$ cat config.mk
export PLATFORM = sky130hd
export DESIGN_NAME = spi_fifo_master
export DESIGN_NICKNAME = d
export VERILOG_FILES = /design/src/rtl/spi_fifo_master.sv
export SDC_FILE = /design/constraint.sdc
export NUM_CORES = 2
export LEC_CHECK = 0
export ABC_AREA = 1
export BUFFER_PORTS_ARGS = -buffer_cell sky130_fd_sc_hd__buf_2
export CORE_MARGIN = 2
export CORE_UTILIZATION = 45
export DETAILED_ROUTE_END_ITERATION = 10
export PLACE_DENSITY_LB_ADDON = 0.12
export SKIP_LAST_GASP = 1
export SLEW_MARGIN = 5
export SYNTH_ARGS = -nofsm -noshare
export SYNTH_HDL_FRONTEND = slang
export SYNTH_SLANG_ARGS = --single-unit
$ cat constraint.sdc
create_clock -name clk -period 7.2 [get_ports clk]
set_clock_uncertainty 0.1 [all_clocks]
set_input_delay 1.44 -clock clk [delete_from_list [all_inputs] [get_ports clk]]
set_output_delay 1.44 -clock clk [all_outputs]
set_load 0.01 [all_outputs]
$ cat src/rtl/spi_fifo_master.sv
module spi_fifo_master #(
  parameter int FIFO_DEPTH = 256,
  parameter int NUM_SEL    = 4,
  parameter int HALF_DIV   = 2
) (
  input  logic               clk,
  input  logic               rst_n,
  input  logic               reg_req,
  input  logic               reg_wr,
  input  logic [5:0]         reg_addr,
  input  logic [31:0]        reg_wdata,
  output logic [31:0]        reg_rdata,
  output logic               spi_sclk,
  output logic               spi_mosi,
  input  logic               spi_miso,
  output logic [NUM_SEL-1:0] spi_ss_n,
  output logic               irq
);
  localparam int AW = $clog2(FIFO_DEPTH);
  localparam int CW = AW + 1;
  localparam int DW = (HALF_DIV > 1) ? $clog2(HALF_DIV) : 1;
  localparam logic [CW-1:0] FULL = CW'(FIFO_DEPTH);
  localparam logic [8:0] FLAG_MASK = 9'h134;

  localparam logic [3:0] W_CTRL = 4'd0, W_STAT = 4'd1, W_TXD = 4'd2, W_RXD = 4'd3,
                         W_SEL = 4'd4, W_FLAG = 4'd5, W_IEN = 4'd6, W_GIE = 4'd7,
                         W_SRST = 4'd8;

  logic [3:0] idx;
  logic wr, rd, soft_hit;
  assign idx      = reg_addr[5:2];
  assign wr       = reg_req & reg_wr;
  assign rd       = reg_req & ~reg_wr;
  assign soft_hit = wr && idx == W_SRST && reg_wdata == 32'hA;

  logic               hold_q, gie_q;
  logic [NUM_SEL-1:0] sel_q;
  logic [8:0]         flag_q, ien_q;

  logic [7:0]    tx_mem [FIFO_DEPTH];
  logic [AW-1:0] tx_wp, tx_rp;
  logic [CW-1:0] tx_cnt;
  logic [7:0]    rx_mem [FIFO_DEPTH];
  logic [AW-1:0] rx_wp, rx_rp;
  logic [CW-1:0] rx_cnt;

  logic          busy, sclk_q;
  logic [2:0]    bit_q;
  logic [DW-1:0] half_q;
  logic [7:0]    sh_tx, sh_rx;

  logic tick, done, start;
  logic tx_push, tx_flush, rx_push, rx_pop, rx_flush, overrun_ev;

  assign tick       = busy && half_q == DW'(HALF_DIV - 1);
  assign done       = tick && sclk_q && bit_q == 3'd7;
  assign start      = !busy && !hold_q && tx_cnt != '0;
  assign tx_push    = wr && idx == W_TXD && tx_cnt != FULL;
  assign tx_flush   = wr && idx == W_CTRL && reg_wdata[5];
  assign rx_flush   = wr && idx == W_CTRL && reg_wdata[6];
  assign rx_push    = done && rx_cnt != FULL;
  assign overrun_ev = done && rx_cnt == FULL;
  assign rx_pop     = rd && idx == W_RXD && rx_cnt != '0;

  always_ff @(posedge clk or negedge rst_n)
    if (!rst_n) begin
      hold_q <= 1'b0; gie_q <= 1'b0; sel_q <= '1; ien_q <= '0;
    end else if (soft_hit) begin
      hold_q <= 1'b0; gie_q <= 1'b0; sel_q <= '1; ien_q <= '0;
    end else if (wr) begin
      case (idx)
        W_CTRL: hold_q <= reg_wdata[8];
        W_SEL:  sel_q  <= reg_wdata[NUM_SEL-1:0];
        W_IEN:  ien_q  <= reg_wdata[8:0] & FLAG_MASK;
        W_GIE:  gie_q  <= reg_wdata[31];
        default: ;
      endcase
    end

  logic [8:0] flag_ev;
  always_comb begin
    flag_ev    = '0;
    flag_ev[2] = done;
    flag_ev[4] = rx_cnt == FULL;
    flag_ev[5] = overrun_ev;
    flag_ev[8] = rx_cnt != '0;
  end

  always_ff @(posedge clk or negedge rst_n)
    if (!rst_n)        flag_q <= '0;
    else if (soft_hit) flag_q <= '0;
    else flag_q <= (((wr && idx == W_FLAG) ? flag_q ^ reg_wdata[8:0] : flag_q) | flag_ev) & FLAG_MASK;

  always_ff @(posedge clk)
    if (tx_push) tx_mem[tx_wp] <= reg_wdata[7:0];

  always_ff @(posedge clk or negedge rst_n)
    if (!rst_n) begin
      tx_wp <= '0; tx_rp <= '0; tx_cnt <= '0;
    end else if (soft_hit || tx_flush) begin
      tx_wp <= '0; tx_rp <= '0; tx_cnt <= '0;
    end else begin
      if (tx_push) tx_wp <= tx_wp + 1'b1;
      if (start)   tx_rp <= tx_rp + 1'b1;
      tx_cnt <= tx_cnt + CW'(tx_push) - CW'(start);
    end

  always_ff @(posedge clk)
    if (rx_push) rx_mem[rx_wp] <= sh_rx;

  always_ff @(posedge clk or negedge rst_n)
    if (!rst_n) begin
      rx_wp <= '0; rx_rp <= '0; rx_cnt <= '0;
    end else if (soft_hit || rx_flush) begin
      rx_wp <= '0; rx_rp <= '0; rx_cnt <= '0;
    end else begin
      if (rx_push) rx_wp <= rx_wp + 1'b1;
      if (rx_pop)  rx_rp <= rx_rp + 1'b1;
      rx_cnt <= rx_cnt + CW'(rx_push) - CW'(rx_pop);
    end

  always_ff @(posedge clk or negedge rst_n)
    if (!rst_n) begin
      busy <= 1'b0; sclk_q <= 1'b0; bit_q <= '0; half_q <= '0; sh_tx <= '0; sh_rx <= '0;
    end else if (soft_hit) begin
      busy <= 1'b0; sclk_q <= 1'b0; bit_q <= '0; half_q <= '0; sh_tx <= '0; sh_rx <= '0;
    end else if (start) begin
      busy <= 1'b1; sclk_q <= 1'b0; bit_q <= '0; half_q <= '0; sh_tx <= tx_mem[tx_rp];
    end else if (busy) begin
      if (tick) begin
        half_q <= '0;
        if (!sclk_q) begin
          sclk_q <= 1'b1;
          sh_rx  <= {sh_rx[6:0], spi_miso};
        end else begin
          sclk_q <= 1'b0;
          if (bit_q == 3'd7) busy <= 1'b0;
          else begin
            bit_q <= bit_q + 1'b1;
            sh_tx <= {sh_tx[6:0], 1'b0};
          end
        end
      end else half_q <= half_q + 1'b1;
    end

  assign spi_sclk = sclk_q;
  assign spi_mosi = busy & sh_tx[7];
  assign spi_ss_n = sel_q;
  assign irq      = gie_q && |(flag_q & ien_q);

  always_comb begin
    reg_rdata = '0;
    case (idx)
      W_CTRL: reg_rdata[8] = hold_q;
      W_STAT: reg_rdata[3:0] = {tx_cnt == FULL, tx_cnt == '0, rx_cnt == FULL, rx_cnt == '0};
      W_RXD:  reg_rdata = (rx_cnt == '0) ? 32'hDEADBEEF : {24'd0, rx_mem[rx_rp]};
      W_SEL:  reg_rdata[NUM_SEL-1:0] = sel_q;
      W_FLAG: reg_rdata[8:0] = flag_q;
      W_IEN:  reg_rdata[8:0] = ien_q;
      W_GIE:  reg_rdata[31] = gie_q;
      default: ;
    endcase
  end

  AST_SEL_WRITE: assert property (@(posedge clk) disable iff (!rst_n)
    (wr && idx == W_SEL) |=> spi_ss_n == $past(reg_wdata[NUM_SEL-1:0]));
  AST_SOFT_RESET: assert property (@(posedge clk) disable iff (!rst_n)
    soft_hit |=> (spi_ss_n == '1 && tx_cnt == '0 && rx_cnt == '0 && !busy));
  AST_HOLD_NO_START: assert property (@(posedge clk) disable iff (!rst_n)
    (hold_q && !busy && !(wr && idx == W_CTRL)) |=> !busy);
  AST_OVERRUN_FLAG: assert property (@(posedge clk) disable iff (!rst_n)
    (done && rx_cnt == FULL && !soft_hit) |=> flag_q[5]);
  AST_BYTE_SENT_FLAG: assert property (@(posedge clk) disable iff (!rst_n)
    (done && !soft_hit) |=> flag_q[2]);
  AST_SCLK_IDLE_LOW: assert property (@(posedge clk) disable iff (!rst_n)
    !busy |-> !spi_sclk);
  AST_NO_OVERFLOW: assert property (@(posedge clk) disable iff (!rst_n)
    (rx_cnt <= FULL && tx_cnt <= FULL));
endmodule

; ---- After elaboration in Yosys (flattened, before gate mapping)
; Memories as Yosys holds them, arrays and structs flattened.
; Index checks and enable logic that the tools add are counted.
; W data, S select, Z words.
[classes]
n_mux = 66
bitwise_logic = 7
n_reduce_logical = 49
add_sub_neg = 10
eq_ne = 17
[ops]
columns = operator, n
row1 = $mux W8, 19
row2 = $mux W9, 7
row3 = $add A8 B1 Y8 const B, 4
row4 = $eq A32 B4 Y1 const B, 1
row5 = $mux W32, 1
row6 = $mux W1, 25
row7 = $mux W22, 1
row8 = $reduce_bool A2 Y1, 11
row9 = $pmux W4 S5, 1
row10 = $add A9 B1 Y9, 2
row11 = $eq A9 B9 Y1 const B, 2
row12 = $logic_and A1 B1 Y1, 18
row13 = $logic_not A9 Y1, 2
row14 = $mux W3, 6
row15 = $ne A9 B9 Y1 const B, 2
row16 = $reduce_bool A9 Y1, 2
row17 = $sub A9 B1 Y9, 2
row18 = $eq A4 B3 Y1 const B, 4
row19 = $mux W4, 3
row20 = $pmux W4 S3, 1
row21 = $reduce_and A2 Y1, 5
row22 = $and A9 B9 Y9, 1
row23 = $or A9 B9 Y9, 1
row24 = $reduce_bool A3 Y1, 3
row25 = other kinds (18), 25
[word_totals]
mem_count = 2
input_bits = 43
reg_bits = 96
ram_bits = 4096
elab_cells = 168
[memory_table]
columns = name, depth, word_bits, read_ports, rd_ports_with_merged_regs, write_ports, line_no
row1 = rx_mem, 256, 8, 1, 0, 1, 43  ; logic [7:0] rx_mem [FIFO_DEPTH];
row2 = tx_mem, 256, 8, 1, 0, 1, 40  ; logic [7:0] tx_mem [FIFO_DEPTH];

; ---- Depth between registers and ports, before layout
[logic_depth]
word_depth = 7
ltp_mapped = 23

; ---- Least setup slack after synthesis
; No wires, ideal clock.
[synth_timing]
path_kind = input to output
start = input port reg_addr[5]
end = output port reg_rdata[2]
n_path_buf = 0
path_stages = 5
slack_ps = 2931
t_arrival_ps = 2729
path_cell_list = nor2_1 nand2_1 nor2_1 nor4_1 nand2_1
[synth_between]
elab_chain_len = 2
[synth_rtl]
columns = element, line_no
row1 = "start, declared", 10  ; input logic [5:0] reg_addr,
row2 = "$eq A4 B3 Y1, or another cell as far along", 153  ; case (idx)
row3 = $pmux W4 S5 (*), 153
row4 = "end, declared", 12  ; output logic [31:0] reg_rdata,
; Every way passes the cells marked *; elsewhere a longest branch is shown, timed or not.

; ---- Worst setup path after layout
[layout_timing]
start = register rx_rp[0]
end = output port reg_rdata[5]
[layout_between]
elab_chain_len = 3
[layout_rtl]
columns = element, line_no
row1 = "start, declared", 44  ; logic [AW-1:0] rx_wp, rx_rp;
row2 = "start signal, assigned", 118  ; if (rx_pop) rx_rp <= rx_rp + 1'b1;
row3 = $mem_v2 Z256 W8, -
row4 = $mux W32, 156  ; W_RXD: reg_rdata = (rx_cnt == '0) ? 32'hDEADBEEF : {24'd0, rx_mem[rx_rp]};
row5 = $pmux W4 S3, 153
; Every way passes these cells.

==> impl_metrics.env <==
export IMPL_outcome="complete, no violations"
export IMPL_chipWidth_um=618.0
export IMPL_p_sw_share_pct=33.77
export IMPL_fillers=32740
export IMPL_irDropWorstVdd_mv=0.3394
export IMPL_path_class="reg2out"
export IMPL_min_period_ps=7000
export IMPL_via_per_inst=5.700
export IMPL_p_per_area_nw_per_um2=365.7
export IMPL_fmax_mhz=142.9
export IMPL_worstPathArrival_ps=5460
export IMPL_ctsResizeCount=0
export IMPL_synth_area_sq_um=169600
export IMPL_tritoncts="done"
export IMPL_crit_path_start_kind="register"
export IMPL_finalWeightedCongestion=0.8692
export IMPL_hold_violations=0
export IMPL_ys_seq_area_share_pct=73.78
export IMPL_yosys_warnings=0
export IMPL_die_area_sq_um=381900
export IMPL_drive_gt1_share_pct=6.570
export IMPL_core_area_sq_um=375500
export IMPL_ys_ff_latch=4182
export IMPL_finalCritPeriodShare_pct=97.23
export IMPL_postSynthAreaPerCell_sq_um=12.06
export IMPL_yosysUniqueCellTypes=43
export IMPL_async_reset_ff_share_pct=2.056
export IMPL_antenna_left=0
export IMPL_wl_mm=485.6
export IMPL_fin_util_pct=50.00
export IMPL_critPathRequiredTime_ps=5660
export IMPL_area_delta_synth_final_pct=10.69
export IMPL_setup_violations_final=0
export IMPL_worstHoldPathType="in2async"
export IMPL_holdWs_ps=331.1
export IMPL_hpwl_mm=271.8
export IMPL_drtIter0Drc=11900
export IMPL_switchingPower_mw=23.19
export IMPL_critPathCaptureType="output pin"
export IMPL_pwr_share_seq_pct=43.1
export IMPL_grt_max_degree=193
export IMPL_final_nets=13920
export IMPL_clk_latency_ps=980
export IMPL_synth_flop_cell="edfxtp_1"
export IMPL_die_h_um=618.0
export IMPL_cap_violations=0
export IMPL_antenna_found_initial=11
export IMPL_start_util_pct=45.17
export IMPL_tightest_slew_ps=1275
export IMPL_maxSlewViolCount=0
export IMPL_ctsLongestPathBuffers=4
export IMPL_final_area_sq_um=187800
export IMPL_synth_enable_flop_cells=4096
export IMPL_wire_per_inst_um=25.29
export IMPL_final_common_cell="edfxtp_1"
export IMPL_p_total_mw=68.66
export IMPL_io_pins=82
export IMPL_p_leak_nw=63.11
export IMPL_grt_usage_pct=24.83
export IMPL_numCtsBuffers=441
export IMPL_drt_pre_antenna_iters=6
export IMPL_dpl_cell_area_sq_um=174200
export IMPL_grt_pass1_vias=104600
export IMPL_overflow=0
export IMPL_cts_setup_buffers=0
export IMPL_synthCells=14060
export IMPL_row_count=225
export IMPL_rsz0062_at_grt="false"
export IMPL_worstPathMaxFanout=63
export IMPL_cts_clk_slew_worst_paths_ps=60
export IMPL_num_vias=109400
export IMPL_p_int_mw=45.47
export IMPL_pwr_share_clk_pct=31.6
export IMPL_drc_errors=0
export IMPL_grt_pass1_wl_mm=705.7
export IMPL_cts_sinks=4182
export IMPL_hold_buffers=0
export IMPL_final_cell_mix="edfxtp_1 (4,096), nand2_1 (2,624), nor2_1 (2,266)"
export IMPL_port_buffers=73
export IMPL_htreeDepth=5
export IMPL_totalNegativeSetupSlack_ps=0
export IMPL_max_slew_margin_pct=14.71
export IMPL_pwr_share_comb_pct=25.3
export IMPL_root_buffer="clkbuf_16"
==> routing by layer <==
layer / vias up / GRT usage, % / share of wire, %
met4: 4 / 8.953 / 3.7
li1: 49760 / - / -
met1: 54700 / 33.72 / 41
met2: 4162 / 41.09 / 48
met5: - / 0 / 0.0049
met3: 827 / 3.279 / 6.8
==> registers in the layout, indices dropped and copies added (netlist names) <==
| signal | flops |
|---|---|
| rx_wp | 8 |
| gie_q | 1 |
| rx_cnt | 9 |
| flag_q | 4 |
| rx_rp | 8 |
| tx_cnt | 9 |
| half_q | 1 |
| sh_rx | 8 |
| ien_q | 4 |
| rx_mem | 2048 |
| spi_ss_n | 4 |
| sh_tx | 8 |
| bit_q | 3 |
| tx_mem | 2048 |
| tx_wp | 8 |
| busy | 1 |
| hold_q | 1 |
| spi_sclk | 1 |
| tx_rp | 8 |
==> worst max-delay path, cell delays in order, from the launching register on <==
cell and delay (ps):
dfrtp_4 940, buf_4 700, nor2_1 110, nor2_1 120, o21ai_1 90, o211ai_1 90
nand3_1 140, nand3_1 300, nand3_1 340, nand3_1 170, nand2_1 70, nand2_1 220
nand3_1 640, nand2_1 290, buf_2 170
==> logic make-up after synthesis <==
group | share of synthesized area (%)
multiplexers | 0.006638
buffers and inverters | 3.155
adder cells (fa/ha/maj) | 0.2818
AO/OA/AOI/OAI | 8.447
other | 0.002211
flip-flops | 73.78
XOR/XNOR | 0.07745
AND/OR/NAND/NOR | 14.25
==> final cells by class <==
type / instances / area [sq um] / area share [%]
Antenna cell: 8 / 20.02 / 0.01066
Clock buffer: 560 / 11550 / 6.149
Clock inverter: 241 / 2024 / 1.078
Inverter: 229 / 917.1 / 0.4885
Multi-Input combinational cell: 8716 / 39280 / 20.92
Sequential cell: 4182 / 125200 / 66.69
Tap cell: 4994 / 6248 / 3.328
Timing Repair Buffer: 272 / 2517 / 1.341
==> metrics by stage <==
| stage | setup WS [ps] | std cells |
|---|---|---|
| 3_3_place_gp | 1269 | 18390 |
| 5_1_grt | 2.417 | 19200 |
| 3_5_place_dp | 1269 | 18390 |
| 4_1_cts | 208.9 | 19190 |
| 6_report | 199.8 | 19200 |
| 2_1_floorplan | 2931 | 14070 |
==> cells in the mapped netlist, drive strengths merged (3+ instances only) <==
| library cell | count | area [sq um] |
|---|---|---|
| clkbuf | 453 | 1700 |
| dfstp | 4 | 105.1 |
| o22ai | 307 | 1921 |
| clkinv | 4 | 15.01 |
| nor3 | 99 | 495.5 |
| o21ai | 1408 | 7047 |
| a31oi | 13 | 81.33 |
| o211ai | 286 | 2147 |
| nor4 | 8 | 50.05 |
| a21boi | 40 | 300.3 |
| a21oi | 533 | 2668 |
| inv | 225 | 844.6 |
| nand4 | 9 | 56.30 |
| o21a | 3 | 22.52 |
| xnor2 | 4 | 35.03 |
| nand2 | 2652 | 9955 |
| or2 | 7 | 43.79 |
| buf | 487 | 2791 |
| ha | 35 | 437.9 |
| dfrtp | 82 | 2052 |
| nor2 | 2270 | 8526 |
| nand3 | 1000 | 5005 |
| xor2 | 11 | 96.34 |
| edfxtp | 4096 | 123000 |
| o221ai | 7 | 61.31 |
==> worst paths after layout <==
| kind | cells after the start | end | slack, ps | from |
|---|---|---|---|---|
| max in group asynchronous | 2 | rx_rp[1]$_DFFE_PN0P_ | 5240 | rst_n |
| worst min-delay path | 1 | gie_q$_DFFE_PN0P_ | 330 | rst_n |
| worst max-delay path | 14 | reg_rdata[5] | 200 | rx_rp[0]$_DFFE_PN0P_ |
| worst max register to register | 23 | rx_cnt[8]$_DFF_PN0_ | 2110 | rx_cnt[7]$_DFF_PN0_ |
| min in group clk | 2 | spi_ss_n[0]$_DFFE_PN1P_ | 380 | spi_ss_n[0]$_DFFE_PN1P_ |
| worst min register to register | 2 | spi_ss_n[0]$_DFFE_PN1P_ | 380 | spi_ss_n[0]$_DFFE_PN1P_ |
==> power groups by stage <==
stage / sequential, mW / clock, mW / combinational (mW)
6_report: 29.6 / 21.7 / 17.3
3_3_place_gp: 30.1 / 0 / 17.1
4_1_cts: 29.6 / 22.0 / 17.4
3_5_place_dp: 30.1 / 0 / 17.3
5_1_grt: 29.6 / 22.9 / 19.0
2_1_floorplan: 30.5 / 0 / 10.5
(Power assumes the default switching activity.)
